===== src/rtl/cfgdev_pkg.sv =====
package cfgdev_pkg;

    typedef enum logic [2:0] {
        REG_NONE,
        REG_DATA,
        REG_SEL,
        REG_PTR_HI,
        REG_PTR_LO
    } reg_id_t;

    typedef enum logic {
        ST_IDLE,
        ST_BUSY
    } dma_state_t;

    localparam logic [4:0] OFS_DATA   = 5'h00;
    localparam logic [4:0] OFS_SEL    = 5'h08;
    localparam logic [4:0] OFS_PTR_HI = 5'h0C;
    localparam logic [4:0] OFS_PTR_LO = 5'h10;

    function automatic logic [31:0] swap32(input logic [31:0] v);
        logic [31:0] r;
        for (int i = 0; i < 4; i++) r[8*i +: 8] = v[8*(3-i) +: 8];
        return r;
    endfunction

    function automatic logic [63:0] swap64(input logic [63:0] v);
        logic [63:0] r;
        for (int i = 0; i < 8; i++) r[8*i +: 8] = v[8*(7-i) +: 8];
        return r;
    endfunction

endpackage


===== src/rtl/cfgdev_decode.sv =====
module cfgdev_decode
    import cfgdev_pkg::*;
#(
    parameter bit DMA_EN = 1'b1
) (
    input  logic [4:0] addr,
    input  logic       wide,
    output reg_id_t    reg_id
);
    always_comb begin
        reg_id = REG_NONE;
        if (addr == OFS_DATA)
            reg_id = REG_DATA;
        else if (addr == OFS_SEL && !wide)
            reg_id = REG_SEL;
        else if (DMA_EN && addr == OFS_PTR_HI)
            reg_id = REG_PTR_HI;
        else if (DMA_EN && addr == OFS_PTR_LO && !wide)
            reg_id = REG_PTR_LO;
    end
endmodule


===== src/rtl/cfgdev_cursor.sv =====
module cfgdev_cursor #(
    parameter int SEL_W = 16,
    parameter int OFF_W = 16
) (
    input  logic             clk,
    input  logic             rst_n,
    input  logic             sel_wr,
    input  logic [SEL_W-1:0] sel_val,
    input  logic             rd_step,
    input  logic             load_off,
    input  logic [OFF_W-1:0] load_val,
    input  logic [OFF_W-1:0] item_len,
    output logic [SEL_W-1:0] sel,
    output logic [OFF_W-1:0] off,
    output logic             at_end
);
    assign at_end = (off >= item_len);

    always_ff @(posedge clk) begin
        if (!rst_n) begin
            sel <= '0;
            off <= '0;
        end else if (load_off) begin
            off <= load_val;
        end else if (sel_wr) begin
            sel <= sel_val;
            off <= '0;
        end else if (rd_step && !at_end) begin
            off <= off + 1'b1;
        end
    end


    sel_wr_clears_off_chk: assert property (@(posedge clk) disable iff (!rst_n)
        (sel_wr && !load_off) |=> (off == '0));


    rd_advances_chk: assert property (@(posedge clk) disable iff (!rst_n)
        (rd_step && !at_end && !load_off) |=> (off == $past(off) + 1'b1));


    end_holds_off_chk: assert property (@(posedge clk) disable iff (!rst_n)
        (rd_step && at_end && !load_off) |=> $stable(off));
endmodule


===== src/rtl/cfgdev_dma_ptr.sv =====
module cfgdev_dma_ptr
    import cfgdev_pkg::*;
(
    input  logic        clk,
    input  logic        rst_n,
    input  logic        wr_hi,
    input  logic        wr_lo,
    input  logic        wr_full,
    input  logic [63:0] wdata,
    input  logic        done,
    output logic [63:0] ptr,
    output logic        busy,
    output logic        start
);
    dma_state_t state, state_nx;
    logic       trig;

    assign trig = (state == ST_IDLE) && (wr_lo || wr_full);

    always_comb begin
        state_nx = state;
        unique case (state)
            ST_IDLE: if (trig) state_nx = ST_BUSY;
            ST_BUSY: if (done) state_nx = ST_IDLE;
        endcase
    end

    always_ff @(posedge clk) begin
        if (!rst_n) state <= ST_IDLE;
        else        state <= state_nx;
    end

    always_ff @(posedge clk) begin
        if (!rst_n) begin
            ptr   <= '0;
            start <= 1'b0;
        end else begin
            start <= trig;
            unique case (state)
                ST_IDLE: begin
                    if (wr_full)    ptr         <= swap64(wdata);
                    else if (wr_hi) ptr[63:32]  <= swap32(wdata[31:0]);
                    else if (wr_lo) ptr[31:0]   <= swap32(wdata[31:0]);
                end
                ST_BUSY: begin
                    if (done) ptr <= '0;
                end
            endcase
        end
    end

    assign busy = (state == ST_BUSY);


    start_one_shot_chk: assert property (@(posedge clk) disable iff (!rst_n)
        start |=> !start);


    start_in_busy_chk: assert property (@(posedge clk) disable iff (!rst_n)
        start |-> busy);


    done_clears_chk: assert property (@(posedge clk) disable iff (!rst_n)
        (busy && done) |=> (ptr == '0 && !busy));


    busy_holds_ptr_chk: assert property (@(posedge clk) disable iff (!rst_n)
        (busy && !done) |=> $stable(ptr));


    hi_no_start_chk: assert property (@(posedge clk) disable iff (!rst_n)
        (wr_hi && !wr_lo && !wr_full) |=> !start);
endmodule


===== src/rtl/cfgdev_regs.sv =====
module cfgdev_regs
    import cfgdev_pkg::*;
#(
    parameter int SEL_W  = 16,
    parameter int OFF_W  = 16,
    parameter bit DMA_EN = 1'b1
) (
    input  logic             clk,
    input  logic             rst_n,
    input  logic             bus_req,
    input  logic             bus_we,
    input  logic             bus_wide,
    input  logic [4:0]       bus_addr,
    input  logic [63:0]      bus_wdata,
    output logic             bus_rvalid,
    output logic [63:0]      bus_rdata,
    output logic [31:0]      features,
    output logic [SEL_W-1:0] item_sel,
    output logic [OFF_W-1:0] item_off,
    input  logic [OFF_W-1:0] item_len,
    input  logic [7:0]       item_byte,
    output logic             dma_start,
    output logic [63:0]      dma_ptr,
    output logic             dma_busy,
    input  logic             dma_done,
    input  logic [OFF_W-1:0] dma_off
);
    localparam int SEL_PAD = 64 - SEL_W;

    reg_id_t    reg_id;
    logic       rd, wr, at_end;
    logic       sel_wr, rd_step, load_off;
    logic       wr_hi, wr_lo, wr_full;
    logic [63:0] ptr;
    logic [63:0] rd_mux;

    assign features = {30'd0, DMA_EN, 1'b1};

    cfgdev_decode #(.DMA_EN(DMA_EN)) u_decode (
        .addr   (bus_addr),
        .wide   (bus_wide),
        .reg_id (reg_id)
    );

    assign rd       = bus_req && !bus_we;
    assign wr       = bus_req &&  bus_we;
    assign sel_wr   = wr && (reg_id == REG_SEL)    && !dma_busy;
    assign rd_step  = rd && (reg_id == REG_DATA)   && !dma_busy;
    assign wr_hi    = wr && (reg_id == REG_PTR_HI) && !bus_wide;
    assign wr_full  = wr && (reg_id == REG_PTR_HI) &&  bus_wide;
    assign wr_lo    = wr && (reg_id == REG_PTR_LO);
    assign load_off = dma_busy && dma_done;

    cfgdev_cursor #(.SEL_W(SEL_W), .OFF_W(OFF_W)) u_cursor (
        .clk      (clk),
        .rst_n    (rst_n),
        .sel_wr   (sel_wr),
        .sel_val  (bus_wdata[SEL_W-1:0]),
        .rd_step  (rd_step),
        .load_off (load_off),
        .load_val (dma_off),
        .item_len (item_len),
        .sel      (item_sel),
        .off      (item_off),
        .at_end   (at_end)
    );

    generate
        if (DMA_EN) begin : g_dma
            cfgdev_dma_ptr u_ptr (
                .clk     (clk),
                .rst_n   (rst_n),
                .wr_hi   (wr_hi),
                .wr_lo   (wr_lo),
                .wr_full (wr_full),
                .wdata   (bus_wdata),
                .done    (dma_done),
                .ptr     (ptr),
                .busy    (dma_busy),
                .start   (dma_start)
            );
        end else begin : g_nodma
            assign ptr       = '0;
            assign dma_busy  = 1'b0;
            assign dma_start = 1'b0;
        end
    endgenerate

    assign dma_ptr = ptr;

    always_comb begin
        rd_mux = '0;
        unique case (reg_id)
            REG_DATA:   rd_mux = (dma_busy || at_end) ? 64'd0 : {56'd0, item_byte};
            REG_SEL:    rd_mux = {{SEL_PAD{1'b0}}, item_sel};
            REG_PTR_HI: rd_mux = bus_wide ? swap64(ptr) : {32'd0, swap32(ptr[63:32])};
            REG_PTR_LO: rd_mux = {32'd0, swap32(ptr[31:0])};
            REG_NONE:   rd_mux = '0;
            default:    rd_mux = '0;
        endcase
    end

    always_ff @(posedge clk) begin
        if (!rst_n) begin
            bus_rvalid <= 1'b0;
            bus_rdata  <= '0;
        end else begin
            bus_rvalid <= rd;
            if (rd) bus_rdata <= rd_mux;
        end
    end


    rvalid_follows_chk: assert property (@(posedge clk) disable iff (!rst_n)
        rd |=> bus_rvalid);


    busy_data_zero_chk: assert property (@(posedge clk) disable iff (!rst_n)
        (rd && reg_id == REG_DATA && dma_busy) |=> (bus_rdata == '0));


    features_chk: assert property (@(posedge clk) disable iff (!rst_n)
        (features[0] && $countones(features) <= 2));
endmodule


===== config.mk =====
export PLATFORM = sky130hd
export DESIGN_NAME = cfgdev_regs
export DESIGN_NICKNAME = d
export VERILOG_FILES = /design/src/rtl/cfgdev_pkg.sv /design/src/rtl/cfgdev_decode.sv /design/src/rtl/cfgdev_cursor.sv /design/src/rtl/cfgdev_dma_ptr.sv /design/src/rtl/cfgdev_regs.sv
export SDC_FILE = /design/constraint.sdc
export NUM_CORES = 1
export LEC_CHECK = 0
export BUFFER_PORTS_ARGS = -buffer_cell sky130_fd_sc_hd__buf_2
export CAP_MARGIN = 20
export CORE_AREA = 2 2 126 128
export CTS_BUF_LIST = sky130_fd_sc_hd__clkbuf_4 sky130_fd_sc_hd__clkbuf_8 sky130_fd_sc_hd__clkbuf_16
export DETAILED_ROUTE_END_ITERATION = 10
export DIE_AREA = 0 0 128 130
export HOLD_SLACK_MARGIN = 0.1
export PLACE_DENSITY = 0.87
export SLEW_MARGIN = 0
export SYNTH_ARGS = -nofsm -noshare
export SYNTH_HDL_FRONTEND = slang
export SYNTH_SLANG_ARGS = --single-unit

===== constraint.sdc =====
create_clock -name clk -period 5.65 [get_ports clk]
set_input_delay 0 -clock clk [delete_from_list [all_inputs] [get_ports clk]]
set_output_delay 0 -clock clk [all_outputs]
set_load 0.005 [all_outputs]

==> summary.md, run 1 <==
| Metric | Value |
|---|---|
| Status | finished clean |
| Setup TNS | 0 ns |
| Vias | 8,726 |
| Worst reg2reg path endpoint | u_cursor.off[3] |
| TritonCTS clock tree | built |
| Worst path max stage delay | 0.56 ns |
| Grt total ovfl | 0 |
| Cell count after synthesis | 865 |
| Layout cell share with drive strength beyond 1 | 30.2% |
| Filler cell count | 1,078 |
| Clock share of power | 45.9% |
| Max_cap viols | 0 |
| Total wire length | 29,900 microns |
| Post-route minimum period | 3.08 ns |
| Maximum buffer depth of the clock tree | 2 |
| Synth unique cells | 60 |
| WS Path Type | flip-flop to flip-flop |
| Sw frac | 24.2% |
| P_leak | 0.00510 uW |
| Slowest cell on crit path | dlygate4sd3_1 |
| Root buf cell | clkbuf_16 |
| Hold Path End | g_dma.u_ptr.busy |
| Die area | 16,600 sq um |
| Core Box Area | 15,400 sq um |
| Worst Hold Depth | 4 |
| RSZ-0062 raised after global routing | false |
| Hold Startpoint | bus_wide |
| Clock Latency Late Sink | 0.43 ns |
| Crit-path cells | inv_1 > ha_1 > nand2b_4 > a2111oi_4 > o31a_1 > and3_1 > o31ai_1 > a21oi_1 > dlygate4sd3_1 |
| Post-CTS Setup Inserts | 0 |
| Mean Syn Cell Area | 9.22 sq um |
| Buffers added on ports | 277 |
| Synth Flop Type | dfxtp_1 |
| F_max | 325 MHz |
| Largest net degree at the start of global routing | 89 |
| Final cycle utilization of the critical path | 54.5% |
| H-tree Lvls | 4 |
| Depth of the worst register-to-register path | 9 |
| Setup violations, final | 0 |
| IO Count | 310 |
| Antenna Violating Nets Remaining | 0 |
| Seq/Total Area, Yosys | 40.9% |
| Die Span Y | 130 microns |
| Non-filler cells, final | 1,422 |
| Placed Cells | 1,273 |
| Arr. time, crit path | 3.45 ns |
| Seq pwr share | 44.7% |
| Hold crit path type | input pin to flip-flop |
| Num CTS Buffers | 17 |
| Worst r2r src | u_cursor.off[0] |
| DIE WIDTH | 128 microns |
| Drt drc | 0 |
| Int Power | 1980 uW |
| Post-synth EDFFs | 0 |
| Top delay family on crit path | compound AO/OA/AOI/OAI gates |
| Initial antenna violation count | 0 |
| Clk slew on worst S/H paths | 0.06 ns |
| Worst Setup Start Kind | flip-flop |
| Num Clock Sinks | 163 |
| Tightest Pin Transition | 1.02 ns |
| Seq cells post-synth | 163 |
| Routed len/inst | 21.1 microns |
| Vias in the first global route | 8,346 |
| Worst Path Buf+Inv | 2 |
| Switch Pwr | 633 uW |
| Drt pass-1 iters | 7 |
| Number of failing hold endpoints at the final stage | 0 |
| Synthesized area | 7970 sq um |
| Initial Util | 51.7% |
| Worst VDD drop | 0.216 mV |
| Synth warn | 0 |
| Clock skew | 0.0105 ns |
| Commonest non-fill, non-tap cell in the layout | buf_2 |
| Critical path capture point type | flip-flop |
| First-pass GRT wire length | 44,700 microns |
| Row Count | 46 |
| Post-DP HPWL | 17,500 microns |
| Fin nets | 1,349 |
| Antenna Cells | 0 |
| Number of max-slew violations in the final report | 0 |
| Most frequent cells in the layout | buf_2, dfxtp_1, dlygate4sd3_1, nand2_1, a21boi_0 |
| Gr usage total | 34.7% |
| CP max FO | 16 |
| Initial DRC count | 1,019 |
| PwrDens | 237 nW/um^2 |
| Via-to-Cell Ratio | 6.14 |
| Combinational Power Share | 9.4% |
| Crit path from | u_cursor.off[0] |
| Asr flop ratio synth | 0% |
| Slew headroom | 31.8% |
| Area Growth Syn to Fin | 38.2% |
| WP data required | 6.02 ns |
| R2R setup slack | 2.57 ns |
| Routability congestion estimate | 0.887 |
## metal layers
metal  global-route usage, %  wire length, microns  up-vias  share of wire, %
li1                        -                     -     3795                 -
met5                       0                     0        -                 0
met3                    7.87                  2920      172               9.8
met1                    40.9                 11000     4081                37
met2                    57.3                 14100      678                47
met4                    22.6                  1910        0               6.4
## flip-flops by register name (all words and copies together) (netlist names)
signal             flops
g_dma.u_ptr.busy       1
bus_rdata             64
u_cursor.off          16
bus_rvalid             1
g_dma.u_ptr.ptr       64
u_cursor.sel          16
g_dma.u_ptr.start      1
## cell usage after synthesis (3+ instances only)
cell | instances | area [sq um]
and3_1 | 15 | 93.8
dfxtp_1 | 163 | 3260
nand3_1 | 42 | 210
o211a_1 | 9 | 90.1
a222oi_1 | 9 | 90.1
o221a_2 | 5 | 56.3
and2_1 | 11 | 68.8
a22oi_1 | 34 | 255
o2bb2ai_1 | 3 | 26.3
nor3b_1 | 17 | 128
a21boi_0 | 48 | 360
clkbuf_1 | 37 | 139
a21oi_1 | 15 | 75.1
a31oi_1 | 15 | 93.8
nand4_1 | 10 | 62.6
a221oi_1 | 24 | 210
mux2i_1 | 32 | 320
ha_1 | 17 | 213
buf_2 | 20 | 100
o21a_1 | 3 | 22.5
nand2_1 | 111 | 417
nor3_1 | 13 | 65.1
buf_6 | 4 | 45.0
o21ai_0 | 18 | 90.1
inv_1 | 22 | 82.6
nor2b_1 | 34 | 213
o2bb2ai_2 | 29 | 435
nor2_1 | 29 | 109
buf_4 | 38 | 285
## power groups by stage
stage	registers, uW	logic (uW)	clock network, uW
floorplan	1200	104	0
global placement	1190	170	0
detailed placement	1190	176	0
CTS	1170	234	1200
global route	1170	261	1240
finish	1170	246	1200
## kinds of logic after synthesis
| group | after synthesis | share of synthesized area (%) |
|---|---|---|
| mux | 32 | 4.02 |
| simple gates | 301 | 19.4 |
| buf+inv | 123 | 8.41 |
| fa+ha+maj | 17 | 2.67 |
| other cells | 2 | 0.0942 |
| compound gates | 227 | 24.5 |
| flops | 163 | 40.9 |
## worst max path at each step
stage | slack [ns] | depth (start not counted) | end
after floorplan | 3.41 | 9 | u_cursor.off[8]
after global placement | 3.04 | 8 | u_cursor.off[6]
after detailed placement | 2.95 | 8 | u_cursor.off[6]
after CTS | 2.62 | 9 | u_cursor.off[1]
after global routing | 2.38 | 9 | u_cursor.off[3]
final | 2.57 | 9 | u_cursor.off[3]
## per-stage QoR
step	hold WS [ns]	setup slack, ns	cell area [sq um]	utilization (%)	total power, uW
detailed placement	0.257	2.95	9230	59.8	1370
global route	0.180	2.38	11000	71.4	2680
global placement	0.253	3.04	9210	59.7	1360
finish	0.182	2.57	11000	71.4	2620
floorplan	0.133	3.41	8080	-	1300
CTS	0.171	2.62	11000	71.3	2600
## tightest hold or removal path, stage by stage
cell and delay [ns]:
buf_2 0.17, a21oi_2 0.10, nor2b_4 0.18, o21a_1 0.14
## area by class of cell
cell class	count	area (sq um)	share of cell area (%)
Clock buffer	20	467	4.24
Clock inverter	12	141	1.28
Inverter	22	82.6	0.749
Multi-Input combinational cell	609	4170	37.8
Sequential cell	163	3260	29.6
Tap cell	192	240	2.18
Timing Repair Buffer	404	2660	24.1
## what timing repair did
action / CTS / global route
endpoints found under the hold margin: 115 / 0
hold buffers: 116 / 0
resized for setup: 0 / 0
(Power assumes the default switching activity.)
==> inputs of run 2 (changes only) <==
- CORE_AREA: 2 2 126 128 -> 2 2 131 133
- DIE_AREA: 0 0 128 130 -> 0 0 133 135
- PLACE_DENSITY: 0.87 -> 0.81
- clock period: 5.65 -> 2.85 ns (I/O delays scaled with it)
==> summary.md, run 2 (synthesized netlist as in run 1, its figures left out) <==
| Metric | Value |
|---|---|
| Root buf cell | clkbuf_16 |
| Seq pwr share | 45.5% (+0.8 points) |
| IO Count | 310 (unchanged) |
| PwrDens | 460 nW/um^2 (+94%) |
| Row Count | 47 (+2.2%) |
| Max_cap viols | 0 (unchanged) |
| Vias in the first global route | 8,604 (+3.1%) |
| F_max | 366 MHz (+13%) |
| Initial antenna violation count | 0 (unchanged) |
| DIE WIDTH | 133 microns (+3.9%) |
| Slew headroom | 48.9% (+17 points) |
| Num Clock Sinks | 163 (unchanged) |
| Fin nets | 1,356 (+0.52%) |
| Hold Startpoint | bus_wide |
| Die Span Y | 135 microns (+3.8%) |
| Antenna Cells | 0 (unchanged) |
| Gr usage total | 32.9% (-1.8 points) |
| Number of max-slew violations in the final report | 0 (unchanged) |
| Largest net degree at the start of global routing | 54 (-39%) |
| Most frequent cells in the layout | buf_2, dfxtp_1, dlygate4sd3_1, nand2_1, a21boi_0 |
| Core Box Area | 16,400 sq um (+6.4%) |
| Initial DRC count | 783 (-23%) |
| Area after DPL | 9380 sq um (+1.6%) |
| Final Cell Area | 11,100 sq um (+0.59%) |
| Clock Latency Late Sink | 0.43 ns (about the same) |
| Post-route minimum period | 2.74 ns (-0.346 ns) |
| P_leak | 0.00511 uW (+0.31%) |
| Drt pass-1 iters | 7 (unchanged) |
| Clock share of power | 45.0% (-0.9 points) |
| TritonCTS clock tree | built |
| Hold crit path type | input pin to flip-flop |
| Tightest Pin Transition | 0.764 ns (-0.259 ns) |
| Met1 Usage GRT | 38.4% (-2.5 points) |
| Crit path from | u_cursor.off[11] |
| Maximum buffer depth of the clock tree | 2 (unchanged) |
| Critical path capture point type | flip-flop |
| Clk slew on worst S/H paths | 0.07 ns (about the same) |
| Layout cell share with drive strength beyond 1 | 30.8% (+0.66 points) |
| Int Power | 3840 uW (+94%) |
| Switch Pwr | 1250 uW (+98%) |
| Arr. time, crit path | 3.04 ns (-0.41 ns) |
| CP max FO | 8 (-8) |
| GRT met3 Usage | 6.68% (-1.2 points) |
| Combinational Power Share | 9.5% (about the same) |
| WS Path Type | flip-flop to flip-flop |
| Drt drc | 0 (unchanged) |
| Final cycle utilization of the critical path | 96.0% (+41 points) |
| Routability congestion estimate | 0.902 (+1.7%) |
| Total power | 5100 uW (+95%) |
| Grt total ovfl | 0 (unchanged) |
| Post-DP HPWL | 18,500 microns (+5.3%) |
| Commonest non-fill, non-tap cell in the layout | buf_2 |
| Area Growth Syn to Fin | 39.0% |
| GR peak layer | met2 |
| Grt met2 use | 55.6% (-1.7 points) |
| Filler cell count | 1,236 (+15%) |
| Num CTS Buffers | 17 (unchanged) |
| Sw frac | 24.6% (+0.40 points) |
| Hold_ws | 0.196 ns (+0.0134 ns) |
| Multi-input combinational cell area | 4170 sq um (unchanged) |
| Routed len/inst | 20.7 microns (-1.5%) |
| Antenna Violating Nets Remaining | 0 (unchanged) |
| Clock skew | 0.0139 ns (+0.00346 ns) |
| WP data required | 3.15 ns (-2.87 ns) |
| Status | finished clean |
| Vias | 8,625 (-1.2%) |
| Initial Util | 48.6% (-3.1 points) |
| Number of failing hold endpoints at the final stage | 0 (unchanged) |
| Total wire length | 30,200 microns (+0.83%) |
| Buffers added on ports | 277 (unchanged) |
| Setup TNS | 0 ns (unchanged) |
| Post-CTS Setup Inserts | 0 (unchanged) |
| RSZ-0062 raised after global routing | false |
| Die area | 18,000 sq um (+7.9%) |
| Storage cell area | 3260 sq um (unchanged) |
| Final core occ | 67.6% (-3.9 points) |
| Setup violations, final | 0 (unchanged) |
| Largest regs | bus_rdata: 64 flops, g_dma.u_ptr.ptr: 64 flops |
| Worst VDD drop | 0.408 mV (+89%) |
| Worst Setup Start Kind | flip-flop |
| First-pass GRT wire length | 46,200 microns (+3.2%) |
| Worst r2r src | u_cursor.off[11] |
| H-tree Lvls | 4 (unchanged) |
| Via-to-Cell Ratio | 5.92 (-3.5%) |
-- run 2: changes by cell type in the layout (fill, tap and decap cells not counted), sizes merged --
cell | previous run | this run
buf | 288 | 299
bufinv | 2 | 1
clkinv | 5 | 2
clkinvlp | 0 | 2
dlygate4sd3 | 116 | 112
inv | 27 | 28
-- run 2: worst paths after layout --
check | endpoint | slack, ns | cells after the start
worst max-delay path | bus_rdata[0] | 0.11 | 8
worst min-delay path | g_dma.u_ptr.busy | 0.20 | 4
worst max register to register | bus_rdata[0] | 0.11 | 8
worst min register to register | u_cursor.sel[5] | 0.48 | 2
-- run 2: critical path, cell delays in order, from the launching register on --
cell and delay (ns):
dfxtp_1 0.40, ha_1 0.37, and4_1 0.22, nand4_1 0.12
or3_2 0.42, and3_2 0.30, nand2_1 0.12, a31oi_1 0.08
dlygate4sd3_1 0.58
-- run 2: layout make-up --
class / instances / area share (%)
clock inverter: 11 / 1.05
timing repair buffer: 411 / 24.5
clock buffer: 20 / 4.21
tap: 220 / 2.48
sequential: 163 / 29.4
inverter: 22 / 0.745
multi-input combinational: 609 / 37.6
-- run 2: layer usage --
layer	wire, microns	vias up
li1	-	3811
met1	11400	4051
met2	14500	615
met3	2640	148
met4	1700	0
met5	0	-
-- run 2: what timing repair did --
action                     4_1_cts  5_1_grt
hold endpoints to repair       129        0
hold buffers                   112        0
setup endpoints to repair        0        3
resized for setup                0        2
-- run 2: power groups by stage --
stage | clock network [uW] | registers, uW | logic [uW]
5_1_grt | 2400 | 2320 | 515
3_3_place_gp | 0 | 2370 | 346
3_5_place_dp | 0 | 2370 | 351
6_report | 2290 | 2320 | 484
2_1_floorplan | 0 | 2370 | 207
4_1_cts | 2300 | 2320 | 465
-- run 2: through the flow --
stage / instances / setup WS [ns]
floorplan: 895 / 0.612
global placement: 1313 / 0.572
detailed placement: 1313 / 0.507
CTS: 1456 / 0.169
global route: 1456 / 0.0318
finish: 1456 / 0.115
